--- src/rtl/ctl3w_pkg.sv ---
package ctl3w_pkg;
  localparam int FRAME_W = 16;
  localparam int ADDR_W  = 2;
  localparam int PAY_W   = FRAME_W - ADDR_W;

  typedef enum logic [ADDR_W-1:0] {
    SEL_VOL_L = 2'b00,
    SEL_CTRL  = 2'b01,
    SEL_VOL_R = 2'b10,
    SEL_NONE  = 2'b11
  } sel_e;

  // field order is fixed by the bit positions the frame carries
  typedef struct packed {
    logic       x2;
    logic       x4;
    logic [1:0] wlen;
    logic       srst;
    logic       smute;
    logic [1:0] fmt;
    logic [1:0] demph;
  } ctrl_t;

  localparam int CTRL_W = $bits(ctrl_t);

  function automatic sel_e frame_sel(logic [FRAME_W-1:0] f);
    return sel_e'(f[ADDR_W-1:0]);
  endfunction

  function automatic logic [PAY_W-1:0] frame_pay(logic [FRAME_W-1:0] f);
    return f[FRAME_W-1:ADDR_W];
  endfunction

  function automatic ctrl_t pay_to_ctrl(logic [PAY_W-1:0] p);
    return ctrl_t'(p[CTRL_W-1:0]);
  endfunction
endpackage

--- src/rtl/ctl3w_sync.sv ---
module ctl3w_sync #(
  parameter int W = 1,
  parameter int N = 2
) (
  input  logic         clk,
  input  logic         rst_n,
  input  logic [W-1:0] d,
  output logic [W-1:0] q
);
  logic [W-1:0] st [N];

  always_ff @(posedge clk or negedge rst_n) begin
    if (!rst_n) begin
      for (int i = 0; i < N; i++) st[i] <= '0;
    end else begin
      st[0] <= d;
      for (int i = 1; i < N; i++) st[i] <= st[i-1];
    end
  end

  assign q = st[N-1];
endmodule

--- src/rtl/ctl3w_edge.sv ---
module ctl3w_edge #(
  parameter int W = 1
) (
  input  logic         clk,
  input  logic         rst_n,
  input  logic [W-1:0] lvl,
  output logic [W-1:0] rise
);
  logic [W-1:0] prev;

  always_ff @(posedge clk or negedge rst_n) begin
    if (!rst_n) prev <= '0;
    else        prev <= lvl;
  end

  for (genvar g = 0; g < W; g++) begin : g_rise
    assign rise[g] = lvl[g] & ~prev[g];
  end
endmodule

--- src/rtl/ctl3w_shift.sv ---
module ctl3w_shift
  import ctl3w_pkg::*;
(
  input  logic               clk,
  input  logic               rst_n,
  input  logic               shift_en,
  input  logic               din,
  output logic [FRAME_W-1:0] frame
);
  always_ff @(posedge clk or negedge rst_n) begin
    if (!rst_n)        frame <= '0;
    else if (shift_en) frame <= {frame[FRAME_W-2:0], din};
  end

  // the oldest bit leaves the top on every shift, so only the last 16 bits stay
  assert_shift_keeps_last_R10: assert property (@(posedge clk) disable iff (!rst_n)
    shift_en |=> (frame[FRAME_W-1:1] == $past(frame[FRAME_W-2:0])) && (frame[0] == $past(din)));
endmodule

--- src/rtl/ctl3w_bank.sv ---
module ctl3w_bank
  import ctl3w_pkg::*;
#(
  parameter logic [PAY_W-1:0] VOL_RST = '1
) (
  input  logic               clk,
  input  logic               rst_n,
  input  logic               commit,
  input  logic [FRAME_W-1:0] frame,
  output logic [PAY_W-1:0]   vol_l,
  output logic [PAY_W-1:0]   vol_r,
  output ctrl_t              ctrl
);
  sel_e             sel;
  logic [PAY_W-1:0] pay;

  assign sel = frame_sel(frame);
  assign pay = frame_pay(frame);

  always_ff @(posedge clk or negedge rst_n) begin
    if (!rst_n) begin
      vol_l <= VOL_RST;
      vol_r <= VOL_RST;
      ctrl  <= '0;
    end else if (commit) begin
      unique case (sel)
        SEL_VOL_L: vol_l <= pay;
        SEL_VOL_R: vol_r <= pay;
        SEL_CTRL:  ctrl  <= pay_to_ctrl(pay);
        default:   ;
      endcase
    end
  end

  assert_left_load_R2: assert property (@(posedge clk) disable iff (!rst_n)
    (commit && sel == SEL_VOL_L) |=> (vol_l == $past(pay)) && $stable(vol_r) && $stable(ctrl));

  assert_right_load_R3: assert property (@(posedge clk) disable iff (!rst_n)
    (commit && sel == SEL_VOL_R) |=> (vol_r == $past(pay)) && $stable(vol_l) && $stable(ctrl));

  assert_ctrl_load_R4: assert property (@(posedge clk) disable iff (!rst_n)
    (commit && sel == SEL_CTRL) |=> (ctrl == $past(pay[CTRL_W-1:0])) && $stable(vol_l) && $stable(vol_r));

  assert_none_ignored_R5: assert property (@(posedge clk) disable iff (!rst_n)
    (commit && sel == SEL_NONE) |=> $stable(vol_l) && $stable(vol_r) && $stable(ctrl));

  assert_no_commit_hold_R8: assert property (@(posedge clk) disable iff (!rst_n)
    !commit |=> $stable(vol_l) && $stable(vol_r) && $stable(ctrl));
endmodule

--- src/rtl/ctl3w_regfile.sv ---
module ctl3w_regfile
  import ctl3w_pkg::*;
#(
  parameter int SYNC_N = 2
) (
  input  logic             clk,
  input  logic             rst_n,
  input  logic             ser_clk,
  input  logic             ser_dat,
  input  logic             ser_lat,
  input  logic [1:0]       pin_fmt,
  input  logic             pin_mute,
  input  logic             pin_x4,
  input  logic             pin_x2,
  output logic [PAY_W-1:0] vol_l,
  output logic [PAY_W-1:0] vol_r,
  output logic [1:0]       demph_sel,
  output logic [1:0]       fmt_eff,
  output logic             mute_eff,
  output logic [1:0]       word_len,
  output logic             x4_eff,
  output logic             x2_eff,
  output logic             op_hold
);
  localparam int NWIRE = 3;

  logic [NWIRE-1:0]   raw_w, syn_w;
  logic [1:0]         strobes, strobe_rise;
  logic               bit_rise, lat_rise;
  logic [FRAME_W-1:0] frame;
  ctrl_t              ctrl;

  assign raw_w = {ser_lat, ser_dat, ser_clk};

  ctl3w_sync #(.W(NWIRE), .N(SYNC_N)) i_sync (
    .clk(clk), .rst_n(rst_n), .d(raw_w), .q(syn_w)
  );

  assign strobes = {syn_w[2], syn_w[0]};

  ctl3w_edge #(.W(2)) i_edge (
    .clk(clk), .rst_n(rst_n), .lvl(strobes), .rise(strobe_rise)
  );

  assign bit_rise = strobe_rise[0];
  assign lat_rise = strobe_rise[1];

  ctl3w_shift i_shift (
    .clk(clk), .rst_n(rst_n), .shift_en(bit_rise), .din(syn_w[1]), .frame(frame)
  );

  ctl3w_bank i_bank (
    .clk(clk), .rst_n(rst_n), .commit(lat_rise), .frame(frame),
    .vol_l(vol_l), .vol_r(vol_r), .ctrl(ctrl)
  );

  assign demph_sel = ctrl.demph;
  assign word_len  = ctrl.wlen;
  assign op_hold   = ctrl.srst;
  assign fmt_eff   = ctrl.fmt | pin_fmt;
  assign mute_eff  = ctrl.smute | pin_mute;
  assign x4_eff    = ctrl.x4 | pin_x4;
  assign x2_eff    = ctrl.x2 | pin_x2;

  // soft reset only gates operation: the volumes move only on a commit
  assert_hold_keeps_vol_R7: assert property (@(posedge clk) disable iff (!rst_n)
    (op_hold && !lat_rise) |=> $stable(vol_l) && $stable(vol_r) && op_hold);
endmodule

--- config.mk ---
export PLATFORM = sky130hd
export DESIGN_NAME = ctl3w_regfile
export DESIGN_NICKNAME = d
export VERILOG_FILES = /design/src/rtl/ctl3w_pkg.sv /design/src/rtl/ctl3w_sync.sv /design/src/rtl/ctl3w_edge.sv /design/src/rtl/ctl3w_shift.sv /design/src/rtl/ctl3w_bank.sv /design/src/rtl/ctl3w_regfile.sv
export SDC_FILE = /design/constraint.sdc
export NUM_CORES = 1
export LEC_CHECK = 0
export ABC_CLOCK_PERIOD_IN_PS = 1700
export CAP_MARGIN = 20
export CORE_MARGIN = 2
export CORE_UTILIZATION = 48
export CTS_BUF_LIST = sky130_fd_sc_hd__clkbuf_8
export CTS_CLUSTER_SIZE = 40
export DETAILED_ROUTE_END_ITERATION = 10
export PLACE_DENSITY = 0.85
export SLEW_MARGIN = 10
export SYNTH_ARGS = -nofsm -noshare
export SYNTH_HDL_FRONTEND = slang
export SYNTH_HIERARCHICAL = 1
export SYNTH_SLANG_ARGS = --single-unit
--- constraint.sdc ---
create_clock -name clk -period 1.7 [get_ports clk]
set_clock_uncertainty 0.15 [all_clocks]
set_input_delay 0.255 -clock clk [delete_from_list [all_inputs] [get_ports clk]]
set_output_delay 0.255 -clock clk [all_outputs]
set_load 0.01 [all_outputs]
# Yosys cells after proc, flatten, opt, wreduce, memory -nomap -nowiden
# Cells that the tools add are included.
[word_totals]
output_inout_bits = 38
in_bits = 10
reg_bits = 62
[classes]
n_bitwise = 8
reduce_logical = 4
n_eq_ne = 2
[ops]
columns = ["op", "n"]
rows = [
  ["$reduce_and 2->1", 3],
  ["$or 1x1->1", 3],
  ["$and 1x1->1", 2],
  ["$eq 2x1->1 const B", 1],
  ["$eq 2x2->1 const B", 1],
  ["$logic_not 2->1", 1],
  ["$not 1->1", 2],
  ["$or 2x2->2", 1],
]

# Longest topological paths before layout
# Gate-level depths: netlist (run 1).
[depth]
ltp_word = 3
depth_mapped = 5

# Cells and area by module
# Netlist (run 1), hierarchy kept.
[by_module_without_submodules]
columns = ["module", "area_each_um2", "n_inst", "cells_each", "seq_area_each_um2"]
rows = [
  ["ctl3w_bank", 1483.9, 1, 82, 985.9],
  ["ctl3w_shift", 649.4, 1, 34, 400.4],
  ["ctl3w_sync", 172.7, 1, 9, 150.1],
  ["ctl3w_edge", 77.6, 1, 4, 50.0],
  ["ctl3w_regfile", 31.3, 1, 5, 0.0],
]

# Least setup slack after synthesis (run 1)
# OpenSTA, ideal clock, no wires.
[synth_path]
kind = "register -> register"
start = "register i_sync.st, in the netlist i_sync/q[2]"
end = "register i_bank.vol_l[0]"
arrival_time_ns = 1.347
path_stages_with_launch = 6
required_time_ns = 1.468
n_path_buf = 2
setup_ns = 0.082
period_less_slack_ns = 1.580
setup_slack_ns = 0.120
cell_sequence = "dfrtp_1 -> buf_4 -> nor2b_4 -> nor3b_4 -> buf_6 -> mux2_2"
[synth_between]
elab_chain_cells = 2
[synth_rtl]
columns = ["element", "line_no", "text"]
rows = [
  ["start: declaration", "ctl3w_sync.sv:10", "logic [W-1:0] st [N];"],
  ["$and 1x1->1", "ctl3w_edge.sv:17", "assign rise[g] = lvl[g] & ~prev[g];"],
  ["via strobe_rise[1]", "ctl3w_regfile.sv:28", "logic [1:0] strobes, strobe_rise;"],
  ["$reduce_and 2->1 (no source line)", "n/a", ""],
  ["end signal: assignment", "ctl3w_bank.sv:27", "SEL_VOL_L: vol_l <= pay;"],
  ["end: declaration", "ctl3w_bank.sv:10", "output logic [PAY_W-1:0] vol_l,"],
]
# The timed path passes the listed nets, and every way through them passes these cells.
# A chain may end at the register's enable or synchronous reset.

# Worst setup path after layout (run 1)
[layout_path]
start = "register, netlist name i_bank/ctrl[6]"
end = "output word_len[0]"
[layout_lines]
columns = ["element", "line_no", "text"]
rows = [
  ["end: declaration", "ctl3w_regfile.sv:20", "output logic [1:0] word_len,"],
]
# No word-level cell between the ends.

==> results of run 1 <==
per-stage QoR:
step	utilization [%]	std cells
floorplan	-	134
global placement	62.0	246
detailed placement	62.0	246
CTS	65.0	263
global route	65.0	263
finish	65.0	263
state kept, by name (all words and copies together), names as in the netlist:
| name | flops |
|---|---|
| i_sync/st | 3 |
| i_shift/frame | 16 |
| i_sync/q | 3 |
| i_bank/vol_r | 14 |
| i_edge/prev | 2 |
| i_bank/vol_l | 14 |
| i_bank/ctrl | 10 |
power groups by stage:
stage | Sequential (mW) | Clock, mW | Combinational (mW)
floorplan | 2.67 | 0 | 0.671
global route | 2.67 | 1.19 | 1.54
finish | 2.58 | 1.08 | 1.44
global placement | 2.56 | 0 | 1.61
detailed placement | 2.62 | 0 | 1.66
CTS | 2.59 | 1.11 | 1.46
final cells by class:
cell class	instances	area, um^2	area share, %
Sequential cell	62	1590	51.0
Clock inverter	5	20.0	0.644
Tap cell	67	83.8	2.70
Timing Repair Buffer	54	517	16.6
Clock buffer	11	151	4.87
Multi-Input combinational cell	64	751	24.1
path summary, 6_finish.rpt:
| kind | from | to | cells after the start |
|---|---|---|---|
| max | i_bank/ctrl[6] | word_len[0] | 1 |
| min | i_sync/st[5] | i_sync/q[2] | 0 |
| max reg2reg | i_shift/frame[1] | i_bank/ctrl[7] | 3 |
| min reg2reg | i_sync/st[5] | i_sync/q[2] | 0 |
| max in group asynchronous | rst_n | i_bank/vol_r[12] | 3 |
| min in group asynchronous | rst_n | i_bank/ctrl[3] | 3 |
metal layers:
layer,GRT usage [%],wire length [um],vias up,part of all wire (%)
met4,8.33,38,0,0.90
met2,27.4,2210,33,52
met3,5.49,194,4,4.6
met5,0,0,-,0
met1,20.1,1780,664,42
li1,-,-,579,-
what timing repair did:
action,4_1_cts,5_1_grt
endpoints found under the setup margin,33,0
resized for setup,33,0
endpoints found under the hold margin,34,0
hold buffers,1,0
buffers inserted,0,0
cell families (layout without fill, tap and decap cells):
kind of cell           Yosys count  count (layout)  synth area share, %
buffers and inverters            8              70                 3.21
DFF                             62              62                 65.7
muxes                           54              54                 26.7
and+or+nand+nor                 10              10                 4.35
cells in the final DEF, fill, tap and decap left out, types with 2 or more instances in the layout:
master,count
dlygate4sd2_1,33
buf_12,3
clkdlybuf4s50_1,13
or2_1,5
buf_4,3
inv_1,4
clkbuf_8,11
mux2_2,44
dfrtp_1,34
nor2b_4,2
mux2_4,10
dfstp_2,28
==> run metrics, run 1 <==
cells taking the most area after synthesis dfrtp_1, dfstp_2, mux2_2; vias per inst 4.87; register area share after synthesis 65.7%; Synth async-reset ratio 100%; worst hold-check path type register to register; PD cells 1640 nW/um^2; Worst slew margin 79.4%; WP data arrival 1.21 ns; RSZ-0062 raised after global routing false; Final Slew Violations 0; worst-path fanout max 2; Setup TNS Final 0 ns; Peak Freq around 0.62 GHz; crit-path max cell delay 0.54 ns; clock insertion delay at the later pin of the skew report approximately 0.32 ns; All-Layer GR Usage 16.8%; Netlist Area Pre-Place 2410 um^2; Seq cells post-synth 62; P_sw about 1.4 mW; CTS Buf Count 9; ANT cells 0; Post-Layout Inst Area 3110 um^2; largest net degree at the start of global routing 63; worst-margin pin slew 0.309 ns; Yosys cell types 13; clock buffer depth 2; DRC 0; CTS clk-pin slew, worst paths 0.06 ns; GPL Wtd Cong between 0.7 and 0.8; antenna-violating nets left 0; IO Count 48; final setup vio count 0; DRT Pass-1 Iters 4; startpoint class of the critical path register; clock sink total 62; sw frac 27.7%; first-pass GRT wire length 6.76 mm; count leader, synth mux2_2; Top FF cell, synth dfrtp_1; Tcrit/Tclk final 94.9%; critical path class register to output pin; Max VDD drop 0.979 mV; critical path's top delay family buffers and inverters; slowest CP cell clkdlybuf4s50_1; Final Hold Vio Count 0; Leak 1.47 nW; Clock Power Share 21.2%; post-synthesis cell count 134; Reg2Reg Setup Slack 0.10 ns; share of layout cells above drive strength 1 between 50% and 60%; Max Cap Viol 0; worst setup margin ~0.087 ns; routed len/inst 16.1 um; vias in the first global route 1362; Buf/Inv on CP 1; Root Driver clkbuf_8; number of synthesized flops with an enable pin 0; total routed wirelength 4.22 mm; drt initial violations 54; Syn Area/Cell 18.0 um^2; pre-CTS WS -0.0615 ns; Filler cells 358; via count between 1000 and 1500; Syn. warnings 6; crit-path cells clkdlybuf4s50_1; initial antenna violation count 0; CP Capture Type output pin; CTS tree yes; starting density of the core 50.5%; die area between 5000 and 6000 um^2; hold slack about 0.2 ns; row count 25; Pwr Total approximately 5 mW; # H-tree levels 3; minimum clock period 1.61 ns; status finished, final reports clean; syn_nets 144; Final nets roughly 200; Overflow after GRT 0; DP Area 2970 um^2; share of power burned in registers 50.6%; Layout area overhead 28.8%; post-synth top area cell dfrtp_1; die width 74.9 um; dpl hpwl 2.84 mm; Port Buffer Count 47; Die Height 74.9 um; Yosys top cell area share 35.2%; core area 4790 um^2; Post-synth top cells mux2_2, dfrtp_1, dfstp_2; combinational power share between 20% and 30%; Int Pwr approximately 3.7 mW; critical path required time 1.29 ns
Note: power is estimated with default switching activity, not from simulation.
==> run 2: changes to the inputs <==
Settings changed: ABC_CLOCK_PERIOD_IN_PS 1700 to 1500, CORE_UTILIZATION 48 to 53, PLACE_DENSITY 0.85 to 0.93.
Clock period 1.7 ns to 1.5 ns, I/O delays scaled along.
==> run 2 against run 1 <==
Against the previous run:
- the flow now finishes with violations (setup timing)
- sequential power grew 15%
- count of clock-buffer cells in the layout up 2
- critical path depth grew 3
- critical endpoint is now i_bank/vol_l[3]
==> run metrics, run 2 (synthesis gave the netlist of run 1 again) <==
final setup vio count 13 (was 0); routed len/inst 19.1 um (was 16.1 um); Post-Layout Inst Area 3080 um^2 (was 3110 um^2); CTS tree yes (unchanged); Port Buffer Count 47 (unchanged); # H-tree levels 3 (unchanged); Tcrit/Tclk final 102%; Leak 1.46 nW (was 1.47 nW); most common cell after layout, fill and taps aside dfrtp_1 (was mux2_2); clock insertion delay at the later pin of the skew report 0.34 ns (was 0.32 ns); antenna-violating nets left 0 (unchanged); die area 5110 um^2 (was 5610 um^2); registers with the most flip-flops i_shift/frame x16, i_bank/vol_l x14, i_bank/vol_r x14 (unchanged); crit-path max cell delay 0.40 ns (was 0.54 ns); Placed Cells 233 (was 246); Final Slew Violations 0 (unchanged); slowest CP cell dfrtp_1 (was clkdlybuf4s50_1); Max VDD drop 1.29 mV (was 0.979 mV); die width 71.5 um (was 74.9 um); Max Cap Viol 0 (unchanged); failing checks setup timing; IO Count 48 (unchanged); most frequent cells in the layout dfrtp_1, mux2_2, dfstp_2 (was mux2_2, dfrtp_1, dlygate4sd2_1); CP Capture Type register (was output pin); status complete, but fails checks (was finished, final reports clean); starting density of the core 55.1% (was 50.5%); PD cells 1950 nW/um^2 (was 1640 nW/um^2); Peak Freq 0.652 GHz; DRT Pass-1 Iters 4 (unchanged); Worst slew margin 79.0% (was 79.4%); CTS clk-pin slew, worst paths 0.07 ns (was 0.06 ns); DP Area 2950 um^2 (was 2970 um^2); dpl hpwl 2.90 mm (was 2.84 mm); Die Height 71.5 um (was 74.9 um); initial antenna violation count 0 (unchanged); Root Driver clkbuf_8 (unchanged); Final nets 204 (was 201); largest net degree at the start of global routing 63 (unchanged); clock buffer depth 2 (unchanged); ANT cells 0 (unchanged); crit-path cells nor2b_4, nor3b_4, buf_6, mux2_4 (was clkdlybuf4s50_1); Post-Layout Cell Count 251 (was 263); max reg flops 16 (unchanged); share of layout cells above drive strength 1 68.8% (was 53.6%); minimum clock period 1.53 ns; critical path required time 1.61 ns (was 1.29 ns); All-Layer GR Usage 20.4% (was 16.8%); critical path class register to register (was register to output pin); row count 24 (was 25); vias in the first global route 1443 (was 1362); worst-path fanout max 6 (was 2); RSZ-0062 raised after global routing true (was false); Filler cells 291 (was 358); Reg with most FFs i_shift/frame (unchanged); core area 4380 um^2 (was 4790 um^2); total routed wirelength 4.79 mm (was 4.22 mm); Layout area overhead 27.7% (was 28.8%); via count 1348 (was 1280); vias per inst 5.37 (was 4.87); worst setup margin -0.0348 ns (was 0.0871 ns); worst-margin pin slew 0.315 ns (was 0.309 ns); DRC 0 (unchanged); first-pass GRT wire length 7.60 mm (was 6.76 mm); Final Hold Vio Count 0 (unchanged); Overflow after GRT 0 (unchanged); WP data arrival 1.64 ns (was 1.21 ns); startpoint class of the critical path register (unchanged); clock sink total 62 (unchanged); drt initial violations 51 (was 54); worst hold-check path type input pin to register (was register to register); CTS Buf Count 9 (unchanged); GPL Wtd Cong 0.655 (was 0.709)
run 2: worst max-delay path, delay by kind of cell (launching register included):
| kind | cells | cell delay [ns] |
|---|---|---|
| buffers and inverters | 1 | 0.19 |
| flip-flops | 1 | 0.40 |
| multiplexers | 1 | 0.31 |
| AND/OR/NAND/NOR | 2 | 0.40 |
run 2: cell type report:
class / count / area [um^2] / share of cell area [%]
Multi-Input combinational cell: 64 / 803 / 26.0
Clock inverter: 3 / 11.3 / 0.365
Tap cell: 52 / 65.1 / 2.11
Clock buffer: 13 / 179 / 5.80
Timing Repair Buffer: 57 / 439 / 14.2
Sequential cell: 62 / 1590 / 51.4
run 2: path summary, 6_finish.rpt:
kind                                start         endpoint  slack, ns  cells after the start
setup / recovery           i_edge/prev[1]  i_bank/vol_l[3]      -0.03                      4
hold reg to reg              i_sync/st[5]      i_sync/q[2]       0.20                      0
min in group asynchronous           rst_n   i_bank/ctrl[3]       0.26                      3
hold / removal                    ser_lat     i_sync/st[5]       0.19                      1
max in group asynchronous           rst_n  i_bank/vol_r[0]       0.62                      3
setup reg to reg           i_edge/prev[1]  i_bank/vol_l[3]      -0.03                      4
run 2: timing repair:
action	CTS	global route
endpoints found under the setup margin	52	38
setup buffers	1	0
hold buffers	1	0
gates resized for setup	96	28
endpoints found under the hold margin	34	0
run 2: power by group:
group	switching, mW	internal, mW
clock	0.597	0.763
combinational	0.665	1.03
sequential	0.485	2.49
total	1.75	4.28
run 2: metrics by stage:
step,worst slack [ns],hold slack (ns),TNS (ns),utilization [%],power (mW)
6_report,-0.0348,0.186,-0.280,70.3,6.03
5_1_grt,-0.0744,0.182,-0.840,70.3,6.32
4_1_cts,-0.0378,0.174,-0.253,72.4,6.14
3_5_place_dp,-0.188,0.106,-1.13,67.4,4.88
3_3_place_gp,-0.183,0.0941,-1.19,67.4,4.73
2_1_floorplan,-0.0796,-0.221,-0.796,-,3.79
run 2: layer usage:
layer / global-route usage, % / routed length, um
met1: 25.0 / 1980
met2: 32.3 / 2480
met5: 0 / 0
met4: 10.9 / 83
met3: 6.89 / 251
==> run 3: changes to the inputs <==
Settings changed: CTS_CLUSTER_DIAMETER set to 40.
==> results of run 3 <==
Same layout as run 2: the final DEF is identical, and so are final timing and power.
